File: src/rtl/sar_pkg.sv
package sar_pkg;

    localparam int ADDR_W = 7;
    localparam int BYTE_W = ADDR_W + 1;
    localparam int CNT_W  = $clog2(BYTE_W + 1);
    localparam logic [ADDR_W-1:0] ARA_ADDR = 7'h0C;

    typedef enum logic [1:0] {
        ST_IDLE,
        ST_HDR,
        ST_ACK,
        ST_SEND
    } sar_state_e;

    typedef struct packed {
        logic scl_rise;
        logic scl_fall;
        logic start;
        logic stop;
    } bus_evt_t;

    function automatic logic [BYTE_W-1:0] reply_byte(input logic [ADDR_W-1:0] addr);
        return {addr, 1'b0};
    endfunction

    function automatic logic hdr_is_ara_read(input logic [BYTE_W-1:0] hdr);
        return hdr == {ARA_ADDR, 1'b1};
    endfunction

endpackage

File: src/rtl/sar_bus_sense.sv
module sar_bus_sense (
    input  logic              clk,
    input  logic              rst,
    input  logic              scl_i,
    input  logic              sda_i,
    output sar_pkg::bus_evt_t evt_o
);
    logic scl_q;
    logic sda_q;

    always_ff @(posedge clk) begin
        if (rst) begin
            scl_q <= 1'b1;
            sda_q <= 1'b1;
        end else begin
            scl_q <= scl_i;
            sda_q <= sda_i;
        end
    end

    always_comb begin
        evt_o.scl_rise = scl_i & ~scl_q;
        evt_o.scl_fall = ~scl_i & scl_q;
        evt_o.start    = scl_i & scl_q & sda_q & ~sda_i;
        evt_o.stop     = scl_i & scl_q & ~sda_q & sda_i;
    end
endmodule

File: src/rtl/sar_hdr_rx.sv
module sar_hdr_rx #(
    parameter int BYTE_W = sar_pkg::BYTE_W,
    parameter int CNT_W  = sar_pkg::CNT_W
) (
    input  logic clk,
    input  logic rst,
    input  logic clear_i,
    input  logic shift_i,
    input  logic bit_i,
    output logic full_o,
    output logic ara_hit_o
);
    localparam logic [CNT_W-1:0] FULL_CNT = CNT_W'(BYTE_W);

    logic [BYTE_W-1:0] shreg;
    logic [CNT_W-1:0]  cnt;

    always_ff @(posedge clk) begin
        if (rst || clear_i) begin
            shreg <= '0;
            cnt   <= '0;
        end else if (shift_i && (cnt != FULL_CNT)) begin
            shreg <= {shreg[BYTE_W-2:0], bit_i};
            cnt   <= cnt + 1'b1;
        end
    end

    assign full_o    = (cnt == FULL_CNT);
    assign ara_hit_o = sar_pkg::hdr_is_ara_read(shreg);
endmodule

File: src/rtl/sar_arb_tx.sv
module sar_arb_tx #(
    parameter int BYTE_W = sar_pkg::BYTE_W,
    parameter int CNT_W  = sar_pkg::CNT_W
) (
    input  logic              clk,
    input  logic              rst,
    input  logic              load_i,
    input  logic [BYTE_W-1:0] byte_i,
    input  logic              adv_i,
    output logic              bit_o,
    output logic              next_bit_o,
    output logic              last_o
);
    localparam logic [CNT_W-1:0] LAST_CNT = CNT_W'(BYTE_W - 1);

    logic [BYTE_W-1:0] shreg;
    logic [CNT_W-1:0]  cnt;

    always_ff @(posedge clk) begin
        if (rst) begin
            shreg <= '0;
            cnt   <= '0;
        end else if (load_i) begin
            shreg <= byte_i;
            cnt   <= '0;
        end else if (adv_i) begin
            shreg <= {shreg[BYTE_W-2:0], 1'b0};
            cnt   <= cnt + 1'b1;
        end
    end

    assign bit_o      = shreg[BYTE_W-1];
    assign next_bit_o = shreg[BYTE_W-2];
    assign last_o     = (cnt == LAST_CNT);
endmodule

File: src/rtl/smbus_ara_responder.sv
module smbus_ara_responder #(
    parameter int ADDR_W = sar_pkg::ADDR_W
) (
    input  logic              clk,
    input  logic              rst,
    input  logic              scl_i,
    input  logic              sda_i,
    input  logic              alert_pend_i,
    input  logic [ADDR_W-1:0] own_addr_i,
    output logic              sda_pull_o,
    output logic              alert_pull_o,
    output logic              cleared_o
);
    import sar_pkg::*;

    localparam int BW = ADDR_W + 1;

    sar_state_e state;
    bus_evt_t   evt;
    logic       quiet_q;
    logic       pull_q;
    logic       clr_q;
    logic       pending;
    logic       hdr_full;
    logic       hdr_hit;
    logic       tx_bit;
    logic       tx_next;
    logic       tx_last;
    logic       tx_load;
    logic       tx_adv;
    logic       bus_cond;
    logic       arb_lost;
    logic [BW-1:0] reply;

    sar_bus_sense u_sense (
        .clk   (clk),
        .rst   (rst),
        .scl_i (scl_i),
        .sda_i (sda_i),
        .evt_o (evt)
    );

    sar_hdr_rx #(.BYTE_W(BW), .CNT_W($clog2(BW + 1))) u_hdr (
        .clk       (clk),
        .rst       (rst),
        .clear_i   (evt.start),
        .shift_i   ((state == ST_HDR) && evt.scl_rise),
        .bit_i     (sda_i),
        .full_o    (hdr_full),
        .ara_hit_o (hdr_hit)
    );

    sar_arb_tx #(.BYTE_W(BW), .CNT_W($clog2(BW + 1))) u_tx (
        .clk        (clk),
        .rst        (rst),
        .load_i     (tx_load),
        .byte_i     (reply),
        .adv_i      (tx_adv),
        .bit_o      (tx_bit),
        .next_bit_o (tx_next),
        .last_o     (tx_last)
    );

    assign reply    = reply_byte(own_addr_i);
    assign pending  = alert_pend_i & ~quiet_q;
    assign bus_cond = evt.start | evt.stop;
    assign arb_lost = (state == ST_SEND) && evt.scl_rise && tx_bit && !sda_i;
    assign tx_load  = (state == ST_ACK) && evt.scl_fall && !bus_cond;
    assign tx_adv   = (state == ST_SEND) && evt.scl_fall && !tx_last && !bus_cond;

    always_ff @(posedge clk) begin
        if (rst) begin
            state   <= ST_IDLE;
            pull_q  <= 1'b0;
            clr_q   <= 1'b0;
            quiet_q <= 1'b0;
        end else begin
            clr_q <= 1'b0;
            if (!alert_pend_i) begin
                quiet_q <= 1'b0;
            end
            if (evt.start) begin
                state  <= ST_HDR;
                pull_q <= 1'b0;
            end else if (evt.stop) begin
                state  <= ST_IDLE;
                pull_q <= 1'b0;
            end else begin
                case (state)
                    ST_HDR: begin
                        if (evt.scl_fall && hdr_full) begin
                            if (hdr_hit && pending) begin
                                state  <= ST_ACK;
                                pull_q <= 1'b1;
                            end else begin
                                state <= ST_IDLE;
                            end
                        end
                    end
                    ST_ACK: begin
                        if (evt.scl_fall) begin
                            state  <= ST_SEND;
                            pull_q <= ~reply[BW-1];
                        end
                    end
                    ST_SEND: begin
                        if (arb_lost) begin
                            state  <= ST_IDLE;
                            pull_q <= 1'b0;
                        end else if (evt.scl_fall) begin
                            if (tx_last) begin
                                state   <= ST_IDLE;
                                pull_q  <= 1'b0;
                                clr_q   <= 1'b1;
                                quiet_q <= 1'b1;
                            end else begin
                                pull_q <= ~tx_next;
                            end
                        end
                    end
                    default: begin
                        state  <= ST_IDLE;
                        pull_q <= 1'b0;
                    end
                endcase
            end
        end
    end

    assign sda_pull_o   = pull_q;
    assign cleared_o    = clr_q;
    assign alert_pull_o = pending;
endmodule

File: config.mk
export PLATFORM = sky130hd
export DESIGN_NAME = smbus_ara_responder
export DESIGN_NICKNAME = d
export VERILOG_FILES = /design/src/rtl/sar_pkg.sv /design/src/rtl/sar_bus_sense.sv /design/src/rtl/sar_hdr_rx.sv /design/src/rtl/sar_arb_tx.sv /design/src/rtl/smbus_ara_responder.sv
export SDC_FILE = /design/constraint.sdc
export NUM_CORES = 1
export LEC_CHECK = 0
export BUFFER_PORTS_ARGS = -buffer_cell sky130_fd_sc_hd__buf_4
export CAP_MARGIN = 20
export CORE_AREA = 2 2 54 56
export CTS_BUF_LIST = sky130_fd_sc_hd__clkbuf_4
export CTS_CLUSTER_SIZE = 8
export DETAILED_ROUTE_END_ITERATION = 16
export DIE_AREA = 0 0 56 58
export GPL_TIMING_DRIVEN = 0
export HOLD_SLACK_MARGIN = 0.15
export PLACE_DENSITY = 0.76
export SYNTH_ARGS = -nofsm -noshare
export SYNTH_HDL_FRONTEND = slang
export SYNTH_SLANG_ARGS = --single-unit
export TNS_END_PERCENT = 30
File: constraint.sdc
create_clock -name clk -period 2 [get_ports clk]
set_input_delay 0 -clock clk [delete_from_list [all_inputs] [get_ports clk]]
set_output_delay 0 -clock clk [all_outputs]
set_load 0.01 [all_outputs]
## Word level (Yosys, flattened, before mapping)

Cells that the tools add are included.

| cells by class | value |
|---|---|
| add/subtract/negate cells | 2 |
| equality and inequality tests | 16 |
| multiplexer cells | 26 |
| bitwise logic cells | 18 |
| reduce and logical (&&, ||, !) cells | 23 |

Operators with widths:

| kind | number |
|---|---|
| 1-bit 2-to-1 mux | 16 |
| 8-bit 2-to-1 mux | 2 |
| 1-bit logical AND | 12 |
| 2-bit 2-to-1 mux | 6 |
| 4-bit AND reduction | 3 |
| 5-bit by 4-bit inequality test with 1-bit output (second input constant) | 2 |
| 1-bit inverter | 9 |
| 4-bit by 1-bit adder with 4-bit output (second input constant) | 2 |
| 1-bit bitwise AND | 8 |
| 8-bit by 5-bit == test with 1-bit output (second input constant) | 1 |
| 3-bit inequality test (second input constant) | 2 |
| 2-bit one-hot mux with 3 select lines | 1 |
| 6-bit OR reduction | 1 |
| 2-bit == test (second input constant) | 2 |
| 4-bit by 3-bit == test with 1-bit output (second input constant) | 1 |
| 4-bit == test (second input constant) | 1 |
| 2-bit by 1-bit inequality test with 1-bit output (second input constant) | 2 |
| 4-bit by 2-bit inequality test with 1-bit output (second input constant) | 1 |
| 4-bit by 3-bit inequality test with 1-bit output (second input constant) | 1 |
| 4-bit inequality test (second input constant) | 1 |
| 1-bit logical NOT | 3 |
| 1-bit one-hot mux with 3 select lines | 1 |
| 3-bit OR reduction | 1 |
| 2-bit by 1-bit == test with 1-bit output (second input constant) | 1 |
| other kinds (5) | 5 |

| storage, ports and cells | value |
|---|---|
| flip-flop bits (word level) | 30 |
| bits of input ports | 12 |
| output and inout bits | 3 |
| word-level logic and storage cells | 96 |

## Longest topological paths before layout

Gate-level depths: netlist of run 1.

| logic depth | value |
|---|---|
| word-level depth | 9 |
| depth in mapped cells | 7 |
| gate-level depth less buffers | 7 |

## Cells and area by module

From an unflattened synthesis of run 1, not the netlist that was laid out.

| unflattened totals | value |
|---|---|
| cells, all modules | 161 |
| area, all modules | 1581.5 um2 |

By module, submodules not included:

| module | times used | cells each | area an instance (um2) | sequential area each (um2) |
|---|---|---|---|---|
| sar_arb_tx | 1 | 54 | 555.5 | 240.2 |
| sar_hdr_rx | 1 | 54 | 530.5 | 240.2 |
| smbus_ara_responder | 1 | 45 | 410.4 | 100.1 |
| sar_bus_sense | 1 | 8 | 85.1 | 40.0 |

## Worst setup path before layout of run 1

Ideal clock, no wire load.

| path | value |
|---|---|
| path kind | reg-to-reg |
| start | register state[1] |
| end | register u_hdr.cnt[1] |
| library setup time | 0.120 ns |
| arrival | 1.289 ns |
| data required time | 1.880 ns |
| slack | 0.590 ns |
| stages on the path, launching flop included | 7 |
| clock period less this slack | 1.410 ns |
| path through | dfxtp_1 > inv_1 > ha_1 > nand4b_1 > buf_2 > mux2i_1 > nor2_1 |

| between the ends | value |
|---|---|
| word-level cells in the longest chain between the ends | 3 |

RTL lines:

| item | line | text |
|---|---|---|
| start: declaration | smbus_ara_responder.sv:18 | `sar_state_e state;` |
| start signal: assignment | smbus_ara_responder.sv:73 | `state <= ST_IDLE;` |
| start signal: assignment | smbus_ara_responder.sv:83 | `state <= ST_HDR;` |
| start signal: assignment | smbus_ara_responder.sv:86 | `state <= ST_IDLE;` |
| 2-bit by 1-bit == test with 1-bit output | smbus_ara_responder.sv:47 | `.shift_i ((state == ST_HDR) && evt.scl_rise),` |
| 1-bit logical AND | smbus_ara_responder.sv:47 |  |
| 1-bit logical AND | sar_hdr_rx.sv:22 | `end else if (shift_i && (cnt != FULL_CNT)) begin` |
| end signal: assignment | sar_hdr_rx.sv:24 | `cnt <= cnt + 1'b1;` |
| end: declaration | sar_hdr_rx.sv:16 | `logic [CNT_W-1:0] cnt;` |

Every way passes these cells.
A chain may end at the register's enable or synchronous reset.

## Worst setup path after layout of run 1

| path | value |
|---|---|
| start | register state[0] |
| end | register u_tx.shreg[5] |

| between the ends | value |
|---|---|
| word-level cells in the longest chain between the ends | 5 |
| elaborated cells on any way between the ends | 9 |
| classes of those cells | eq/ne: 2; mux: 1; reduce/logical: 6 |

RTL lines:

| item | line | text |
|---|---|---|
| 2-bit == test | smbus_ara_responder.sv:69 | `assign tx_adv = (state == ST_SEND) && evt.scl_fall && !tx_last && !bus_cond;` |
| 1-bit logical AND (3 in series) | smbus_ara_responder.sv:69 |  |
| 2-bit nonzero test (no line) | - |  |
| end signal: assignment | sar_arb_tx.sv:24 | `shreg <= byte_i;` |
| end signal: assignment | sar_arb_tx.sv:27 | `shreg <= {shreg[BYTE_W-2:0], 1'b0};` |
| end: declaration | sar_arb_tx.sv:16 | `logic [BYTE_W-1:0] shreg;` |

Parallel ways exist; a longest one is shown, timed or not.

==> results of run 1 <==
[what timing repair did]
action / CTS / global route
hold endpoints to repair: 18 / 0
setup endpoints to repair: 0 / 0
setup buffers: 0 / 0
gates resized for setup: 0 / 0
hold buffers: 13 / 0
[power by group]
part	internal (mW)	total, mW	switching (mW)
Combinational	0.0536	0.101	0.0472
Sequential	0.602	0.607	0.00495
Clock	0.385	0.608	0.223
[worst max-delay path: stages (launching register included)]
cell	delay, ps
dfxtp_1	410
inv_1	100
ha_1	240
nand2_1	140
clkbuf_1	350
nor2_1	70
a211oi_1	230
[layout by cell type (no fill, tap or decap), types with 2 or more instances in the layout]
master	n
dfxtp_1	30
nor2_1	28
mux2i_1	17
dlygate4sd3_1	13
buf_4	13
inv_1	9
nand2_1	9
a211oi_1	7
a21oi_1	7
ha_1	6
xnor2_1	5
clkbuf_4	5
nand3_1	4
nor3_1	4
clkbuf_1	3
nand3b_1	3
o21bai_1	2
buf_2	2
xor2_1	2
nand4_1	2
o21ai_0	2
o211ai_1	2
o221ai_1	2
bufinv_16	2
[stage by stage]
step | utilization | worst slack [ps] | total power, mW
after detailed placement | 0.606 | 391 | 0.701
after floorplan | - | 590 | 0.666
after CTS | 0.693 | 360 | 1.33
after global placement | 0.606 | 461 | 0.697
final | 0.693 | 361 | 1.32
after global routing | 0.693 | 189 | 1.36
[routing by layer]
metal  track usage  up-vias  wire, um  share of wire
met5             0        -         0              0
met4         0.116        0        65          0.021
met3        0.0647        7       109          0.035
met2         0.388       28      1650           0.52
met1         0.214      594      1320           0.42
li1              -      633         -              -
[state kept, by name, indices dropped and copies added (netlist names)]
register and flops:
state 2, sda_pull_o 1, u_sense.scl_q 1, u_sense.sda_q 1
u_hdr.cnt 4, quiet_q 1, u_tx.cnt 4, cleared_o 1
u_hdr.shreg 8, u_tx.shreg 7
[cells by family after synthesis]
kind of cell | count (synthesis)
multiplexers | 17
flip-flops | 30
buffers and inverters | 15
AND/OR/NAND/NOR | 61
AO/OA/AOI/OAI | 26
adder cells (fa/ha/maj) | 6
XOR/XNOR | 7
[final cells by class]
cell class	instances	area [um2]	area share
inverters	9	33.8	0.0183
clock buffers	5	37.5	0.0204
clock inverters	3	63.8	0.0346
plain buffers	6	41.3	0.0224
multi-input cells	117	801	0.434
repair buffers	26	228	0.123
well taps	31	38.8	0.0210
flip-flops and latches	30	601	0.326
[worst paths after layout]
| kind | startpoint | endpoint | slack (ps) | cells past startpoint |
|---|---|---|---|---|
| setup / recovery | state[0]$_SDFFE_PP0P_ | u_tx.shreg[5]$_SDFFE_PP0P_ | 360 | 6 |
| hold / removal | own_addr_i[0] | u_tx.shreg[1]$_SDFFE_PP0P_ | 470 | 4 |
| setup reg to reg | state[0]$_SDFFE_PP0P_ | u_tx.shreg[5]$_SDFFE_PP0P_ | 360 | 6 |
| hold reg to reg | quiet_q$_SDFF_PP0_ | quiet_q$_SDFF_PP0_ | 480 | 2 |
==> metrics.txt, run 1 <==
Total Routing Usage GR 0.211; synth top area cells dfxtp_1, mux2i_1, nor2_1; Vias/cell 5.56; Synth top area share 0.407; main combinational cell family by area after synthesis simple AND/OR/NAND/NOR gates; crit-path max FO 10; Starting DRT DRC Count 30; Placed Cells 206; die height 58 um; Post-synth top cells dfxtp_1, nor2_1, mux2i_1; final worst path period need 1640 ps; WL final 3140 um; P&R area growth vs syn 24.9%; count of final setup violators 0; Syn Nets 180; die width around 56 um; Setup TNS Final 0 ps; startpoint types flop; Final Skew 6.79 ps; Antenna Nets Post-Route 0; Leak 0.755 nW; Yosys cell types 36; design area 1840 um2; adder-cell share of the synthesized area 0.0508; DRT Pass-1 Iters 4; gr ovfl total 0; Final GP Congestion 0.812; synthesized instance count 162; RSZ-0062 raised after global routing false; Clock transition at path regs 100 ps; CTS tree yes; synth warn 0; number of synthesized flops with an enable pin 0; status finished clean; max-slew violations 0; largest area contributor in the netlist dfxtp_1; power density over the cells between 700 and 800 nW/um2; core area 2660 um2; Final Hold Fails 0; Worst-Margin Slew 484 ps; initial antenna violation count 0; maximum vdd drop 886 uV; period utilization 0.819; CP Capture Type flop; fraction of layout cells with a size suffix above 1 0.138; Worst Path Arrival 1890 ps; CTS Buf Count 5; Max transition margin 0.678; Die Area 3250 um2; CP required 2250 ps; # DRC 0; most used flip-flop cell after synthesis dfxtp_1; sequential element share of the synthesized area 0.407; Netlist Area Pre-Place 1480 um2; Post-DP HPWL 2200 um; CTS Buffer Depth 2; placed cell areas 1610 um2; fill count 220; Worst Hold Class input port to flop; CTS sink count 30; Synth Area in Simple Gates 0.216; row count 19; Setup CP Type flop to flop; XOR/XNOR share of the synthesized area 0.0415; Port Buffers 13; Synth async-reset ratio 0; number of max-cap violations 0; vias approximately 1300; first-pass GRT wire length 5180 um; H-tree level count 2; worst-skew pair later-pin latency 340 ps; count leader, synth dfxtp_1; Highest Clock Rate 0.610 GHz; CTS root buf clkbuf_4; I/O pins 15; largest net degree at the start of global routing 11; antenna cells 0; Net count, final 213; Synth Area in Compound Gates 0.119; WHS 466 ps; Initial Util 0.555; post-synthesis mux area share 0.115; per-cell routed wire length 13.8 um; non-filler instance count after layout 227; Synth Area per Inst between 9 and 10 um2; vias in the first global route 1207; FF+latch count, synth 30
Note: power is estimated with default switching activity, not from simulation.
==> inputs of run 2 (changes only) <==
--- a/config.mk
+++ b/config.mk
@@ -5,16 +5,17 @@
 export SDC_FILE = /design/constraint.sdc
 export NUM_CORES = 1
 export LEC_CHECK = 0
+export ABC_AREA = 1
 export BUFFER_PORTS_ARGS = -buffer_cell sky130_fd_sc_hd__buf_4
 export CAP_MARGIN = 20
-export CORE_AREA = 2 2 54 56
+export CORE_AREA = 2 2 55 57
 export CTS_BUF_LIST = sky130_fd_sc_hd__clkbuf_4
 export CTS_CLUSTER_SIZE = 8
 export DETAILED_ROUTE_END_ITERATION = 16
-export DIE_AREA = 0 0 56 58
+export DIE_AREA = 0 0 57 59
 export GPL_TIMING_DRIVEN = 0
 export HOLD_SLACK_MARGIN = 0.15
-export PLACE_DENSITY = 0.76
+export PLACE_DENSITY = 0.75
 export SYNTH_ARGS = -nofsm -noshare
 export SYNTH_HDL_FRONTEND = slang
 export SYNTH_SLANG_ARGS = --single-unit
==> constraint.sdc (replaced) <==
create_clock -name clk -period 1.5 [get_ports clk]
set_input_delay 0 -clock clk [delete_from_list [all_inputs] [get_ports clk]]
set_output_delay 0 -clock clk [all_outputs]
set_load 0.01 [all_outputs]
==> metrics.txt, run 2 <==
status finished clean (unchanged); r2r endpoint u_hdr.cnt[3]$_SDFFE_PP0P_ (was u_tx.shreg[5]$_SDFFE_PP0P_); CTS root buf clkbuf_4 (unchanged); Clock transition at path regs 100 ps (about the same); number of flip-flops in the largest register 8 (unchanged); first-pass GRT wire length 5180 um (about the same); Post-DP HPWL 2070 um (was 2200 um); Worst Path Arrival 1680 ps (was 1890 ps); Max transition margin 0.718 (was 0.678); hold-critical path depth 2 (was 4); worst-case reg-to-reg path depth 8 (was 6); CTS tree yes (unchanged); non-filler instance count after layout 269 (was 227); CP max stage cell dfxtp_2 (was dfxtp_1); count of final setup violators 0 (unchanged); fin util 0.692 (was 0.693); Netlist Area Pre-Place 1430 um2 (was 1480 um2); Initial Util 0.529 (was 0.555); Highest Clock Rate 0.689 GHz (was 0.610 GHz); synth top area cells dfxtp_1, nand2_1, nand3_1 (was dfxtp_1, mux2i_1, nor2_1); power density over the cells 954 nW/um2 (was 713 nW/um2); Worst-Margin Slew 419 ps (was 484 ps); startpoint types flop (unchanged); CTS Buffer Depth 2 (unchanged); initial antenna violation count 0 (unchanged); Final Hold Fails 0 (unchanged); die width 57 um (was 56 um); FF+latch count, synth 30 (unchanged); period utilization 0.967 (was 0.819); hold path start quiet_q$_SDFF_PP0_ (was own_addr_i[0]); Most common cell on crit path nand3_1; die height 59 um (was 58 um); Power Total 1.79 mW (was 1.32 mW); fill count 222 (was 220); I/O pins 15 (unchanged); Final GP Congestion 0.850 (was 0.812); number of synthesized flops with an enable pin 0 (unchanged); Setup CP Type flop to flop (unchanged); Syn Nets 217 (was 180); WL final 3170 um (was 3140 um); Placed Cells 243 (was 206); design area 1870 um2 (was 1840 um2); Final Skew 9.47 ps (was 6.79 ps); crit-path max FO 4 (was 10); CTS Buf Count 5 (unchanged); dpl ws -36.7 ps (was 391 ps); Most flops, register u_hdr.shreg (unchanged); most frequent cells in the layout nand2_1, dfxtp_1, inv_1, nor2_1, nand3_1 (was dfxtp_1, nor2_1, mux2i_1); fraction of layout cells with a size suffix above 1 0.235 (was 0.138); Synth Area per Inst 7.20 um2 (was 9.11 um2); sequential element share of the synthesized area 0.419 (was 0.407); gr ovfl total 0 (unchanged); per-cell routed wire length 11.8 um (was 13.8 um); CP required 1730 ps (was 2250 ps); number of max-cap violations 0 (unchanged); max-slew violations 0 (unchanged); worst-skew pair later-pin latency 340 ps (about the same); CP peak stage delay 360 ps (was 410 ps); CP Capture Type flop (unchanged); Hold Crit Endpoint quiet_q$_SDFF_PP0_ (was u_tx.shreg[1]$_SDFFE_PP0P_); reg2reg setup slack 50 ps (was 360 ps); antenna cells 0 (unchanged); Setup WS post-layout 48.8 ps (was 361 ps); vias in the first global route 1312 (was 1207); final worst path period need 1450 ps (was 1640 ps); H-tree level count 2 (unchanged); WHS 471 ps (was 466 ps); Worst Hold Class flop to flop (was input port to flop); worst r2r src u_hdr.cnt[0]$_SDFFE_PP0P_ (was state[0]$_SDFFE_PP0P_); core area 2710 um2 (was 2660 um2); most used flip-flop cell after synthesis dfxtp_1 (unchanged); count leader, synth nand2_1 (was dfxtp_1); Yosys cell types 23 (was 36); placed cell areas 1570 um2 (was 1610 um2); Starting DRT DRC Count 67 (was 30); CP Cell Sequence inv_1, ha_1, nand3_1, nand3_2, nor2_1, nand3_1, o21ai_1, a21oi_1 (was inv_1, ha_1, nand2_1, clkbuf_1, nor2_1, a211oi_1); Largest regs u_hdr.shreg (8), u_tx.shreg (7) (unchanged); Vias/cell 5.25 (was 5.56); Post-synth top cells nand2_1, dfxtp_1, inv_1, nor2_1, nand3_1 (was dfxtp_1, nor2_1, mux2i_1); RSZ-0062 raised after global routing true (was false); row count 19 (unchanged); Antenna Nets Post-Route 0 (unchanged); maximum vdd drop 871 uV (was 886 uV); Die Area 3360 um2 (was 3250 um2); synth warn 0 (unchanged); Setup TNS Final 0 ps (unchanged); vias 1412 (was 1262); DRT Pass-1 Iters 4 (unchanged); Port Buffers 13 (unchanged); Synth async-reset ratio 0 (unchanged); CTS sink count 30 (unchanged); # DRC 0 (unchanged); Net count, final 255 (was 213); Synth top area share 0.419 (was 0.407); P&R area growth vs syn 30.8% (was 24.9%); largest net degree at the start of global routing 11 (unchanged); Leak 0.779 nW (was 0.755 nW); largest area contributor in the netlist dfxtp_1 (unchanged); synthesized instance count 199 (was 162); Total Routing Usage GR 0.196 (was 0.211); commonest non-fill, non-tap cell in the layout nand2_1 (was dfxtp_1)
[run 2: cell type report]
type / count / area [um2] / area share
sequential: 30 / 608 / 0.324
inverter: 29 / 120 / 0.0641
multi-input combinational: 136 / 717 / 0.383
clock inverter: 3 / 63.8 / 0.0340
timing repair buffer: 30 / 258 / 0.138
tap: 31 / 38.8 / 0.0207
clock buffer: 5 / 37.5 / 0.0200
buffer: 4 / 26.3 / 0.0140
timing repair inverter: 1 / 5.00 / 0.00267
[run 2: what timing repair did]
action / CTS / global route
endpoints found under the hold margin: 16 / 0
pin swaps: 0 / 1
hold buffers: 13 / 0
gates cloned: 0 / 1
buffers inserted: 0 / 4
resized for setup: 2 / 18
setup endpoints to repair: 1 / 22
[run 2: critical path: cells and delay by family, from the launching register on]
family                     cells  cell delay, ps
DFF                            1             360
AOI/OAI and AO/OA              2             190
and+or+nand+nor                4             550
adders and majority gates      1             190
buffers and inverters          1              60
[run 2: logic make-up after synthesis]
| group | synth area share |
|---|---|
| fa+ha+maj | 0.0524 |
| flops | 0.419 |
| buf+inv | 0.0926 |
| xor+xnor | 0.00611 |
| simple gates | 0.299 |
| compound gates | 0.131 |
[run 2: layer usage]
layer	vias to the layer above	track usage	wire, um
met5	-	0	0
met4	0	0.106	70
met3	7	0.0437	151
met2	43	0.338	1550
met1	637	0.227	1400
li1	725	-	-
[run 2: power breakdown]
group / internal (mW) / leakage [nW] / switching (mW)
combinational: 0.0769 / 0.480 / 0.0846
sequential: 0.808 / 0.246 / 0.00880
clock: 0.513 / 0.0528 / 0.296
total: 1.40 / 0.779 / 0.389
[run 2: worst max-delay path by stage]
| stage | from | to | slack [ps] | cells past startpoint |
|---|---|---|---|---|
| floorplan | state[0]$_SDFFE_PP0P_ | state[0]$_SDFFE_PP0P_ | 120 | 11 |
| global placement | state[0]$_SDFFE_PP0P_ | state[0]$_SDFFE_PP0P_ | -20 | 11 |
| detailed placement | state[0]$_SDFFE_PP0P_ | state[0]$_SDFFE_PP0P_ | -40 | 11 |
| CTS | state[1]$_SDFFE_PP0P_ | u_hdr.shreg[5]$_SDFFE_PP0P_ | 20 | 6 |
| global route | state[0]$_SDFFE_PP0P_ | state[0]$_SDFFE_PP0P_ | -70 | 11 |
| finish | u_hdr.cnt[0]$_SDFFE_PP0P_ | u_hdr.cnt[3]$_SDFFE_PP0P_ | 50 | 8 |
==> inputs of run 3 (changes only) <==
--- a/config.mk
+++ b/config.mk
@@ -16,6 +16,7 @@
 export GPL_TIMING_DRIVEN = 0
 export HOLD_SLACK_MARGIN = 0.15
 export PLACE_DENSITY = 0.75
+export SETUP_SLACK_MARGIN = 0.05
 export SYNTH_ARGS = -nofsm -noshare
 export SYNTH_HDL_FRONTEND = slang
 export SYNTH_SLANG_ARGS = --single-unit
==> metrics.txt, run 3 (synthesized netlist as in run 2, its figures left out) <==
Post-DP HPWL 2070 um (unchanged); count of final setup violators 0 (unchanged); Total Routing Usage GR 0.190 (was 0.196); Worst Hold Class flop to flop (unchanged); initial antenna violation count 0 (unchanged); Final Skew 4.90 ps (was 9.47 ps); Port Buffers 13 (unchanged); hold-critical path depth 2 (unchanged); worst r2r src state[1]$_SDFFE_PP0P_ (was u_hdr.cnt[0]$_SDFFE_PP0P_); die height 59 um (unchanged); vias 1390 (was 1412); Final GP Congestion 0.850 (unchanged); CP Cell Sequence ha_1, inv_1, nor2_4, nand2_4, nand2_2, clkinv_2, nand2_1, a21oi_1 (was inv_1, ha_1, nand3_1, nand3_2, nor2_1, nand3_1, o21ai_1, a21oi_1); Largest regs u_hdr.shreg (8), u_tx.shreg (7) (unchanged); worst-case reg-to-reg path depth 8 (unchanged); I/O pins 15 (unchanged); CTS root buf clkbuf_4 (unchanged); DRT Pass-1 Iters 4 (unchanged); most frequent cells in the layout nand2_1, dfxtp_1, inv_1 (was nand2_1, dfxtp_1, inv_1, nor2_1, nand3_1); Comb pwr share 0.094 (was 0.090); CP peak stage delay 370 ps (was 360 ps); fraction of layout cells with a size suffix above 1 0.248 (was 0.235); CTS tree yes (unchanged); Net count, final 255 (unchanged); # DRC 0 (unchanged); P&R area growth vs syn 32.9% (was 30.8%); startpoint types flop (unchanged); r2r endpoint u_tx.shreg[7]$_SDFFE_PP0P_ (was u_hdr.cnt[3]$_SDFFE_PP0P_); crit-path max FO 7 (was 4); final worst path period need 1450 ps (about the same); max-slew violations 0 (unchanged); CTS Buf Count 5 (unchanged); Sw Ratio 0.216 (was 0.218); NetSw 386 uW (was 389 uW); Hold Crit Endpoint quiet_q$_SDFF_PP0_ (unchanged); CP max stage cell dfxtp_2 (unchanged); Vias/cell 5.17 (was 5.25); Clock transition at path regs 100 ps (about the same); Max transition margin 0.736 (was 0.718); antenna cells 0 (unchanged); fin util 0.703 (was 0.692); hold path start quiet_q$_SDFF_PP0_ (unchanged); power density over the cells 939 nW/um2 (was 954 nW/um2); Worst-Margin Slew 394 ps (was 419 ps); Most flops, register u_hdr.shreg (unchanged); status finished clean (unchanged); CP required 1720 ps (was 1730 ps); Final Hold Fails 0 (unchanged); first-pass GRT wire length 5030 um (was 5180 um); Initial Util 0.529 (unchanged); gr ovfl total 0 (unchanged); Seq pwr share 0.457 (about the same); largest net degree at the start of global routing 11 (unchanged); period utilization 0.965 (was 0.967); H-tree level count 2 (unchanged); Leak 0.793 nW (was 0.779 nW); row count 19 (unchanged); Worst Path Arrival 1670 ps (was 1680 ps); P_int 1.40 mW (about the same); clock network power share 0.449 (was 0.453); RSZ-0062 raised after global routing true (unchanged); CTS Buffer Depth 2 (unchanged); Antenna Nets Post-Route 0 (unchanged); CP Capture Type flop (unchanged); reg2reg setup slack 50 ps (about the same); Starting DRT DRC Count 86 (was 67); worst-skew pair later-pin latency 330 ps (was 340 ps); WL final 3280 um (was 3170 um); Die Area 3360 um2 (unchanged); maximum vdd drop 891 uV (was 871 uV); Power Total 1.79 mW (about the same); commonest non-fill, non-tap cell in the layout nand2_1 (unchanged); fill count 214 (was 222); number of flip-flops in the largest register 8 (unchanged); CTS sink count 30 (unchanged); per-cell routed wire length 12.2 um (was 11.8 um); Highest Clock Rate 0.691 GHz (was 0.689 GHz); vias in the first global route 1268 (was 1312); core area 2710 um2 (unchanged); Setup CP Type flop to flop (unchanged); number of max-cap violations 0 (unchanged); die width 57 um (unchanged)
run 3: worst max-delay path by stage:
| stage | from | to |
|---|---|---|
| finish | state[1]$_SDFFE_PP0P_ | u_tx.shreg[7]$_SDFFE_PP0P_ |
| detailed placement | state[0]$_SDFFE_PP0P_ | state[0]$_SDFFE_PP0P_ |
| CTS | state[0]$_SDFFE_PP0P_ | state[0]$_SDFFE_PP0P_ |
| global route | state[1]$_SDFFE_PP0P_ | u_tx.shreg[7]$_SDFFE_PP0P_ |
| global placement | state[0]$_SDFFE_PP0P_ | state[0]$_SDFFE_PP0P_ |
| floorplan | state[0]$_SDFFE_PP0P_ | state[0]$_SDFFE_PP0P_ |
run 3: area by class of cell:
class / instances / area (um2) / share of cell area
Buffer: 4 / 28.8 / 0.0151
Clock buffer: 5 / 37.5 / 0.0197
Timing Repair Buffer: 31 / 268 / 0.141
Sequential cell: 30 / 608 / 0.319
Multi-Input combinational cell: 136 / 743 / 0.390
Tap cell: 31 / 38.8 / 0.0204
Inverter: 29 / 116 / 0.0611
Clock inverter: 3 / 63.8 / 0.0335
run 3: layer usage:
metal	GRT usage	share of wire
met3	0.0437	0.041
met2	0.322	0.51
met5	0	0
met1	0.224	0.43
met4	0.106	0.022
run 3: critical path, delay by kind of cell, from the launching register on:
| family | cells | cell delay [ps] |
|---|---|---|
| buffers and inverters | 2 | 210 |
| flip-flops | 1 | 370 |
| AO/OA/AOI/OAI | 1 | 80 |
| AND/OR/NAND/NOR | 4 | 400 |
| adder cells (fa/ha/maj) | 1 | 270 |
run 3: what timing repair did:
item | 4_1_cts | 5_1_grt
resized for setup | 3 | 24
endpoints found under the hold margin | 16 | 9
hold buffers | 7 | 7
pin swaps | 0 | 4
endpoints found under the setup margin | 9 | 21
setup buffers | 0 | 4
run 3: metrics by stage:
step / TNS, ps / cell area, um2 / hold WS [ps] / setup slack (ps) / cells
2_1_floorplan: 0 / 1430 / 90.6 / 124 / 199
3_3_place_gp: -15.8 / 1570 / 220 / -15.8 / 243
3_5_place_dp: -36.7 / 1570 / 232 / -36.7 / 243
4_1_cts: 0 / 1750 / -52.1 / 28.3 / 258
5_1_grt: -108 / 1900 / 491 / -43.4 / 269
6_report: 0 / 1900 / 475 / 52.9 / 269
run 3: power by group through the flow:
stage,combinational [mW],sequential [mW],clock [mW]
after CTS,0.140,0.816,0.812
after floorplan,0.0798,0.834,0
after global routing,0.188,0.819,0.846
after global placement,0.122,0.834,0
after detailed placement,0.125,0.834,0
final,0.168,0.817,0.803
